File: src/rtl/spi_drop_pkg.sv
package spi_drop_pkg;

  localparam int ID_W = 5;

  typedef enum logic [1:0] {PH_HDR, PH_DATA, PH_SKIP} phase_t;

  localparam logic [6:0] ADDR_SIG  = 7'h00;
  localparam logic [6:0] ADDR_STAT = 7'h01;

  // Identity pattern, repeating every four bytes.
  function automatic logic [7:0] sig_byte(input logic [1:0] k);
    case (k)
      2'd0:    return 8'h44;
      2'd1:    return 8'h8A;
      2'd2:    return 8'hAC;
      default: return 8'hB1;
    endcase
  endfunction

  // Status word: core count in byte position 2.
  function automatic logic [7:0] stat_byte(input logic [1:0] k, input logic [7:0] cores);
    return (k == 2'd2) ? cores : 8'h00;
  endfunction

  function automatic logic id_hit(input logic [7:0] id, input logic [ID_W-1:0] strap);
    return id == {{(8-ID_W){1'b0}}, strap};
  endfunction

  function automatic logic is_local(input logic [6:0] a);
    return a <= ADDR_STAT;
  endfunction

endpackage

File: src/rtl/spi_edge_sync.sv
module spi_edge_sync #(
  parameter int STAGES = 2
) (
  input  logic clk,
  input  logic rst_n,
  input  logic sclk,
  input  logic cs_n,
  input  logic mosi,
  output logic sclk_rise,
  output logic sclk_fall,
  output logic cs_on,
  output logic cs_end,
  output logic mosi_q
);
  logic [STAGES:0] sclk_p, cs_p;
  logic [STAGES-1:0] mosi_p;

  always_ff @(posedge clk or negedge rst_n) begin
    if (!rst_n) begin
      sclk_p <= '0;
      cs_p   <= '1;
      mosi_p <= '0;
    end else begin
      sclk_p <= {sclk_p[STAGES-1:0], sclk};
      cs_p   <= {cs_p[STAGES-1:0], cs_n};
      mosi_p <= {mosi_p[STAGES-2:0], mosi};
    end
  end

  assign sclk_rise = sclk_p[STAGES-1] & ~sclk_p[STAGES];
  assign sclk_fall = ~sclk_p[STAGES-1] & sclk_p[STAGES];
  assign cs_on     = ~cs_p[STAGES-1];
  assign cs_end    = cs_p[STAGES-1] & ~cs_p[STAGES];
  assign mosi_q    = mosi_p[STAGES-1];

endmodule

File: src/rtl/spi_byte_io.sv
module spi_byte_io #(
  parameter int BITS = 8
) (
  input  logic            clk,
  input  logic            rst_n,
  input  logic            cs_on,
  input  logic            rise,
  input  logic            fall,
  input  logic            mosi_q,
  input  logic            load,
  input  logic [BITS-1:0] load_byte,
  output logic            byte_done,
  output logic [BITS-1:0] rx_byte,
  output logic            tx_bit
);
  localparam int CW = $clog2(BITS);
  localparam logic [CW-1:0] LAST = CW'(BITS - 1);

  logic [CW-1:0]   bit_cnt;
  logic [BITS-1:0] rx_sr, tx_sr;

  assign byte_done = cs_on && rise && (bit_cnt == LAST);
  assign rx_byte   = {rx_sr[BITS-2:0], mosi_q};
  assign tx_bit    = tx_sr[BITS-1];

  always_ff @(posedge clk or negedge rst_n) begin
    if (!rst_n) begin
      bit_cnt <= '0;
      rx_sr   <= '0;
      tx_sr   <= '1;
    end else begin
      if (!cs_on) begin
        bit_cnt <= '0;
      end else if (rise) begin
        bit_cnt <= bit_cnt + CW'(1);
        rx_sr   <= rx_byte;
      end
      // A freshly loaded byte holds its MSB through the falling edge that
      // precedes the byte's first rising edge.
      if (load)
        tx_sr <= load_byte;
      else if (cs_on && fall && bit_cnt != '0)
        tx_sr <= {tx_sr[BITS-2:0], 1'b1};
    end
  end

  AST_BIT_WRAP: assert property (@(posedge clk) disable iff (!rst_n)
    byte_done |=> (bit_cnt == '0)) else $error("bit counter did not wrap");

endmodule

File: src/rtl/spi_drop_target.sv
module spi_drop_target
  import spi_drop_pkg::*;
#(
  parameter logic [7:0] CORES = 8'd8,
  parameter int         CNT_W = 16
) (
  input  logic             clk,
  input  logic             rst_n,
  input  logic [ID_W-1:0]  chip_id,
  input  logic             spi_sclk,
  input  logic             spi_cs_n,
  input  logic             spi_mosi,
  output logic             spi_miso,
  output logic             spi_miso_oe,
  output logic [6:0]       reg_addr,
  output logic [CNT_W-1:0] reg_idx,
  output logic             reg_wr_en,
  output logic [7:0]       reg_wr_data,
  output logic             reg_rd_en,
  input  logic [7:0]       reg_rd_data
);
  logic sclk_rise, sclk_fall, cs_on, cs_end, mosi_q;
  logic byte_done, tx_bit;
  logic [7:0] rx_byte, rd_byte;

  phase_t           phase;
  logic [1:0]       hdr_pos;
  logic [7:0]       hdr_id, cnt_lo;
  logic [6:0]       cur_addr;
  logic             cur_rd, oe_q;
  logic [CNT_W-1:0] remain, idx, rem_next, load_idx, hdr_count;
  logic             hdr_last, hit, go_data, data_byte, rd_load, at_local;

  spi_edge_sync #(.STAGES(2)) u_sync (
    .clk(clk), .rst_n(rst_n), .sclk(spi_sclk), .cs_n(spi_cs_n), .mosi(spi_mosi),
    .sclk_rise(sclk_rise), .sclk_fall(sclk_fall), .cs_on(cs_on), .cs_end(cs_end),
    .mosi_q(mosi_q)
  );

  spi_byte_io #(.BITS(8)) u_io (
    .clk(clk), .rst_n(rst_n), .cs_on(cs_on), .rise(sclk_rise), .fall(sclk_fall),
    .mosi_q(mosi_q), .load(rd_load), .load_byte(rd_byte),
    .byte_done(byte_done), .rx_byte(rx_byte), .tx_bit(tx_bit)
  );

  // Named internal events
  assign hdr_count = CNT_W'({rx_byte, cnt_lo});
  assign hdr_last  = byte_done && phase == PH_HDR && hdr_pos == 2'd3;
  assign hit       = id_hit(hdr_id, chip_id);
  assign go_data   = hdr_last && hit && hdr_count != '0;
  assign data_byte = byte_done && phase == PH_DATA;
  assign rem_next  = remain - CNT_W'(1);
  assign rd_load   = cur_rd && (go_data || (data_byte && rem_next != '0));
  assign load_idx  = go_data ? '0 : idx + CNT_W'(1);
  assign at_local  = is_local(cur_addr);

  always_comb begin
    if (cur_addr == ADDR_SIG)       rd_byte = sig_byte(load_idx[1:0]);
    else if (cur_addr == ADDR_STAT) rd_byte = stat_byte(load_idx[1:0], CORES);
    else                            rd_byte = reg_rd_data;
  end

  assign reg_addr    = cur_addr;
  assign reg_idx     = rd_load ? load_idx : idx;
  assign reg_wr_data = rx_byte;
  assign reg_wr_en   = data_byte && !cur_rd && !at_local;
  assign reg_rd_en   = rd_load && !at_local;
  assign spi_miso    = tx_bit;
  assign spi_miso_oe = oe_q;

  always_ff @(posedge clk or negedge rst_n) begin
    if (!rst_n) begin
      phase    <= PH_HDR;
      hdr_pos  <= '0;
      hdr_id   <= '0;
      cnt_lo   <= '0;
      cur_addr <= '0;
      cur_rd   <= 1'b0;
      remain   <= '0;
      idx      <= '0;
      oe_q     <= 1'b0;
    end else if (!cs_on) begin
      phase   <= PH_HDR;
      hdr_pos <= '0;
      oe_q    <= 1'b0;
    end else begin
      if (rd_load) oe_q <= 1'b1;
      if (byte_done) begin
        unique case (phase)
          PH_HDR: begin
            hdr_pos <= hdr_pos + 2'd1;
            case (hdr_pos)
              2'd0: hdr_id <= rx_byte;
              2'd1: begin
                cur_addr <= rx_byte[6:0];
                cur_rd   <= rx_byte[7];
              end
              2'd2: cnt_lo <= rx_byte;
              default: begin
                phase  <= go_data ? PH_DATA : PH_SKIP;
                remain <= hdr_count;
                idx    <= '0;
              end
            endcase
          end
          PH_DATA: begin
            remain <= rem_next;
            idx    <= idx + CNT_W'(1);
            if (rem_next == '0) begin
              phase <= PH_SKIP;
              oe_q  <= 1'b0;
            end
          end
          default: ;
        endcase
      end
    end
  end

  AST_RW_EXCL: assert property (@(posedge clk) disable iff (!rst_n)
    !(reg_wr_en && reg_rd_en)) else $error("read and write strobe together");
  AST_OE_NEEDS_HIT: assert property (@(posedge clk) disable iff (!rst_n)
    spi_miso_oe |-> id_hit(hdr_id, chip_id)) else $error("driving MISO unselected");
  AST_WR_BOUND: assert property (@(posedge clk) disable iff (!rst_n)
    reg_wr_en |-> (remain != '0)) else $error("write past byte count");
  AST_WR_NOT_LOCAL: assert property (@(posedge clk) disable iff (!rst_n)
    reg_wr_en |-> (reg_addr > ADDR_STAT)) else $error("write to read-only register");
  AST_HDR_QUIET: assert property (@(posedge clk) disable iff (!rst_n)
    (phase == PH_HDR) |-> (!spi_miso_oe && !reg_wr_en)) else $error("activity in header");
  AST_ABORT: assert property (@(posedge clk) disable iff (!rst_n)
    cs_end |=> (phase == PH_HDR && hdr_pos == 2'd0 && !spi_miso_oe)) else $error("abort failed");

endmodule

File: config.mk
export PLATFORM = sky130hd
export DESIGN_NAME = spi_drop_target
export DESIGN_NICKNAME = d
export VERILOG_FILES = /design/src/rtl/spi_drop_pkg.sv /design/src/rtl/spi_edge_sync.sv /design/src/rtl/spi_byte_io.sv /design/src/rtl/spi_drop_target.sv
export SDC_FILE = /design/constraint.sdc
export NUM_CORES = 1
export LEC_CHECK = 0
export CAP_MARGIN = 20
export CORE_ASPECT_RATIO = 0.7
export CORE_MARGIN = 5
export CORE_UTILIZATION = 60
export CTS_BUF_LIST = sky130_fd_sc_hd__clkbuf_4 sky130_fd_sc_hd__clkbuf_8
export CTS_CLUSTER_DIAMETER = 40
export DETAILED_ROUTE_END_ITERATION = 8
export DONT_BUFFER_PORTS = 1
export PLACE_DENSITY_LB_ADDON = 0.05
export SLEW_MARGIN = 15
export SYNTH_ARGS = -nofsm -noshare
export SYNTH_HDL_FRONTEND = slang
export SYNTH_HIERARCHICAL = 1
export SYNTH_SLANG_ARGS = --single-unit
File: constraint.sdc
create_clock -name clk -period 3.48 [get_ports clk]
set_clock_uncertainty 0.1 [all_clocks]
set_input_delay 0.696 -clock clk [delete_from_list [all_inputs] [get_ports clk]]
set_output_delay 0.696 -clock clk [all_outputs]
set_load 0.01 [all_outputs]
; ---- Yosys cells after proc, flatten, opt, wreduce, memory -nomap -nowiden
; Cells that the tools add are included.
[word_totals]
register_bits = 86
inputBits = 18
output_inout_bits = 35
elab_cells = 104
[classes]
n_addsub = 4
order_cmp = 1
n_eq_ne = 12
n_mux = 28
n_bitwise = 5
reduce_logical = 39
[ops]
columns = op, n
row1 = 16-bit two-way mux, 4
row2 = 16-bit case mux with 2 select lines, 2
row3 = 8-bit two-way mux, 4
row4 = 16-bit nonzero test, 2
row5 = 8-bit case mux with 3 select lines, 1
row6 = 4-bit AND reduction, 5
row7 = "16-bit by 1-bit adder with 16-bit output, second input constant", 1
row8 = 16-bit zero test, 1
row9 = 2-bit two-way mux, 8
row10 = "16-bit by 1-bit subtractor with 16-bit output, second input constant", 1
row11 = 1-bit logical AND, 14
row12 = 2-bit nonzero test, 5
row13 = 8-bit by 5-bit == test with 1-bit output, 1
row14 = "7-bit by 1-bit == test with 1-bit output, second input constant", 1
row15 = "7-bit by 1-bit less-or-equal comparator with 1-bit output, second input constant", 1
row16 = 7-bit zero test, 1
row17 = "2-bit by 1-bit == test with 1-bit output, second input constant", 3
row18 = "2-bit == test, second input constant", 3
row19 = 2-bit zero test, 3
row20 = 3-bit two-way mux, 2
row21 = 3-bit nonzero test, 2
row22 = 1-bit two-way mux, 5
row23 = 4-bit two-way mux, 1
row24 = 2-bit case mux with 2 select lines, 1
row25 = other kinds (12), 17

; ---- Logic depth before layout (Yosys ltp)
[depth]
word_depth = 15
depth_mapped = 13

; ---- By module
; Netlist, hierarchy kept.
[by_module_without_submodules]
columns = mod, n_inst, cells_each, area_each_um2, seq_area_each_um2
row1 = spi_drop_target, 1, 425, 3967.6, 1526.5
row2 = spi_byte_io, 1, 72, 870.8, 460.4
row3 = spi_edge_sync, 1, 12, 229.0, 203.9

; ---- Worst setup path after synthesis
; Ideal clock, no wire load.
[synth_path]
path_kind = reg2out
startpoint = register remain[0]
endpoint = output port reg_idx[0]
arrival_ns = 2.393
required_ns = 2.684
path_slack_ns = 0.291
stages_incl_launch_ff = 10
path_buffers = 1
cell_sequence = dfrtp_1 > inv_1 > ha_1 > or3b_2 > nor4_4 > o2bb2ai_2 > a2111oi_4 > buf_6 > o21ai_2 > mux2i_1
[synth_via]
elab_chain_len = 6
[synth_lines]
columns = element, line
row1 = start: declaration, spi_drop_target.sv:31  ; logic [CNT_W-1:0] remain, idx, rem_next, load_idx, hdr_count;
row2 = start signal: assignment, spi_drop_target.sv:101  ; remain <= hdr_count;
row3 = start signal: assignment, spi_drop_target.sv:107  ; remain <= rem_next;
row4 = 16-bit by 1-bit subtractor with 16-bit output, spi_drop_target.sv:52  ; assign rem_next = remain - CNT_W'(1);
row5 = 16-bit nonzero test, spi_drop_target.sv:53  ; assign rd_load = cur_rd && (go_data || (data_byte && rem_next != '0));
row6 = 1-bit logical AND, spi_drop_target.sv:53
row7 = 1-bit logical OR, spi_drop_target.sv:53
row8 = 1-bit logical AND, spi_drop_target.sv:53
row9 = named net rd_load, spi_drop_target.sv:32  ; logic hdr_last, hit, go_data, data_byte, rd_load, at_local;
row10 = 16-bit two-way mux, spi_drop_target.sv:64  ; assign reg_idx = rd_load ? load_idx : idx;
row11 = end: declaration, spi_drop_target.sv:16  ; output logic [CNT_W-1:0] reg_idx,
; The timed path passes the listed nets, and every way through them passes these cells.

; ---- Final worst setup path
[layout_path]
startpoint = register remain[4]
endpoint = output port reg_idx[15]
[layout_via]
elab_chain_len = 6
[layout_lines]
columns = element, line
row1 = 16-bit by 1-bit subtractor with 16-bit output, spi_drop_target.sv:52
row2 = 16-bit nonzero test, spi_drop_target.sv:53
row3 = 1-bit logical AND, spi_drop_target.sv:53
row4 = 1-bit logical OR, spi_drop_target.sv:53
row5 = 1-bit logical AND, spi_drop_target.sv:53
row6 = 16-bit two-way mux, spi_drop_target.sv:64
; Every way passes these cells.

==> run_results.csv <==
group,metric,value,unit
grt,grt_pass1_wl,20.16,mm
clocking,clockRootBuffer,"clkbuf_8",
place,io_buffers,0,
clocking,insertion_delay,0.37,ns
detailed_routing,routedWlPerCell,18.59,um
floorplanning,coreArea,8303,um2
outcome,outcome,"complete, but fails checks",
timing,setup_violations,11,
setup_path,worstPathCellList,"or4_4 > nor4_4 > o2bb2ai_2 > a2111oi_4 > buf_4 > clkbuf_16 > nor3_2 > mux2i_1 > buf_4",
grt,grt_usage,0.2443,
final_layout,area_delta_synth_final,16.40,%
setup_path,r2r_slack,0.35,ns
timing,rsz0062_at_grt,"true",
grt,first_global_vias,3905,
floorplanning,rows,28,
setup_path,crit_buf_inv,3,
worst_hold_path,hp-class,"input port to asynchronous set/reset pin",
setup_path,startpoint_type,"register",
floorplanning,die_x,119.5,um
timing,worstMarginPinSlew,0.7496,ns
timing,slew_viol_final,0,
grt,grt-ovfl-total,0,
clocking,max-clock-path-buffers,2,
outcome,violations,"setup timing",
floorplanning,dieArea,10350,um2
pwr,total_power,2.177,mW
yosys,synthesis.nets,541,
pwr,ir_drop,0.4101,mV
yosys,post_synth_instance_area,5035,um2
setup_path,crit_family,"simple AND/OR/NAND/NOR gates",
timing,min_period_over_period,1.032,
yosys,synth_cells,507,
setup_path,crit_path_frequent_cell,"buf_4",
final_layout,nFillCells,637,
timing,period_needed,3.591,ns
final_layout,layout_common_cells,"72 x dfrtp_1, 51 x nand2_1, 48 x buf_4",
clocking,clk_pin_slew,0.09,ns
detailed_routing,route.detailed.drc,0,
final_layout,final_area,5861,um2
timing,postLayoutSetupSlackWorst,-0.1106,ns
detailed_routing,drt_iter0_drc,246,
place,placed_area,5275,um2
timing,timing.fmax,278.5,MHz
yosys,synth.avg_cell_area,9.931,um2
final_layout,num_antenna_cells,0,
setup_path,reg2reg_from,"u_io/bit_cnt[0]",
setup_path,slowest_stage,"or4_4",
setup_path,crit_type,"register to output pin",
place,gp_congestion,0.8560,
job,maxCapViolations,0,
grt,antenna_found_initial,0,
final_layout,mostFrequentLayoutCell,"dfrtp_1",
detailed_routing,ant_nets,0,
detailed_routing,viasPerCell,6.200,
setup_path,slowest_delay,0.59,ns
final_layout,finalNonFillerCells,651,
pwr,powerDensity,371.4,nW/um2
place,dp.cells,614,
clocking,htree_num_levels,3,
setup_path,end_kind,"output pin",
timing,slew_headroom,0.5003,
detailed_routing,drt_first_pass_iters,5,
floorplanning,start_util,0.6064,
setup_path,reg2reg_depth,13,
setup_path,cp.required,2.68,ns
detailed_routing,wirelength,12.11,mm
timing,timing.final.hold_violations,0,
final_layout,drive_gt1_frac,0.2839,
final_layout,final_nets,575,
floorplanning,io_pins,53,
setup_path,worst-path-max-fanout,5,
detailed_routing,dr_total_vias,4036,
place,place_worst_setup_slack,0.1114,ns
clocking,cts_made_buffers,9,
setup_path,timing.rr.end,"u_io/tx_sr[4]",
clocking,cts_tree,"yes",
setup_path,worst_ep_arrival_time,2.79,ns
pwr,p_leak,2.540,nW
floorplanning,die_h,86.64,um
grt,grt_max_degree,77,
yosys,yosys_warnings,6,
place,dp_hpwl,7.985,mm
clocking,clock_sinks,86,
[worst max-delay path by stage]
stage / startpoint / endpoint / slack [ns] / cells after the start
floorplan: remain[0] / reg_idx[0] / 0.29 / 9
global placement: remain[0] / reg_idx[12] / 0.22 / 10
detailed placement: remain[0] / reg_idx[12] / 0.11 / 10
CTS: remain[1] / reg_idx[12] / -0.11 / 9
global route: remain[1] / reg_idx[15] / -0.25 / 11
finish: remain[4] / reg_idx[15] / -0.11 / 9
[worst register-to-register path, stage by stage (launching register included)]
cell	delay (ns)
dfrtp_1	0.40
ha_1	0.18
ha_1	0.13
and3_1	0.22
nor3b_1	0.30
nand2_1	0.16
nor4_4	0.22
buf_4	0.18
nand2b_1	0.20
inv_1	0.09
ha_1	0.20
nor3b_1	0.16
a21o_1	0.18
a221o_1	0.34
[per-layer routing]
layer,global-route usage,share of wire,up-vias
li1,-,-,1924
met1,0.3419,0.48,2007
met2,0.3817,0.46,91
met3,0.06915,0.053,14
met4,0.05717,0.010,0
met5,0,0,-
[state kept, by name, indices dropped and copies added (netlist names), 3 cells and up]
| name | flops |
|---|---|
| u_io/bit_cnt | 3 |
| u_io/rx_sr | 7 |
| hdr_id | 8 |
| u_sync/sclk_p | 3 |
| reg_addr | 7 |
| idx | 16 |
| remain | 16 |
| cnt_lo | 8 |
| u_io/tx_sr | 8 |
[metrics by stage]
stage,setup TNS [ns],hold WS [ns],util
floorplan,0,0.2312,-
global placement,0,0.2332,0.6353
detailed placement,0,0.2403,0.6353
CTS,-1.089,0.04274,0.6893
global route,-2.841,0.02944,0.7058
finish,-0.8132,0.06345,0.7058
[power by group]
part	switching, mW	internal (mW)
combinational	0.184	0.141
sequential	0.0328	1.10
clock	0.377	0.345
[cell type report]
class | count | area, um2 | share of cell area
Tap cell | 105 | 131.4 | 0.02242
Inverter | 15 | 56.30 | 0.009607
Clock inverter | 6 | 68.82 | 0.01174
Sequential cell | 86 | 2170 | 0.3702
Clock buffer | 10 | 131.4 | 0.02242
Multi-Input combinational cell | 378 | 2870 | 0.4898
Timing Repair Buffer | 51 | 432.9 | 0.07387
[timing repair]
action,CTS,global route
buffers inserted,12,7
hold endpoints to repair,76,0
endpoints found under the setup margin,17,17
pin swaps,6,12
cloned,1,1
gates resized for setup,22,17
hold buffers,1,0
Power figures use the tool's default switching activity.
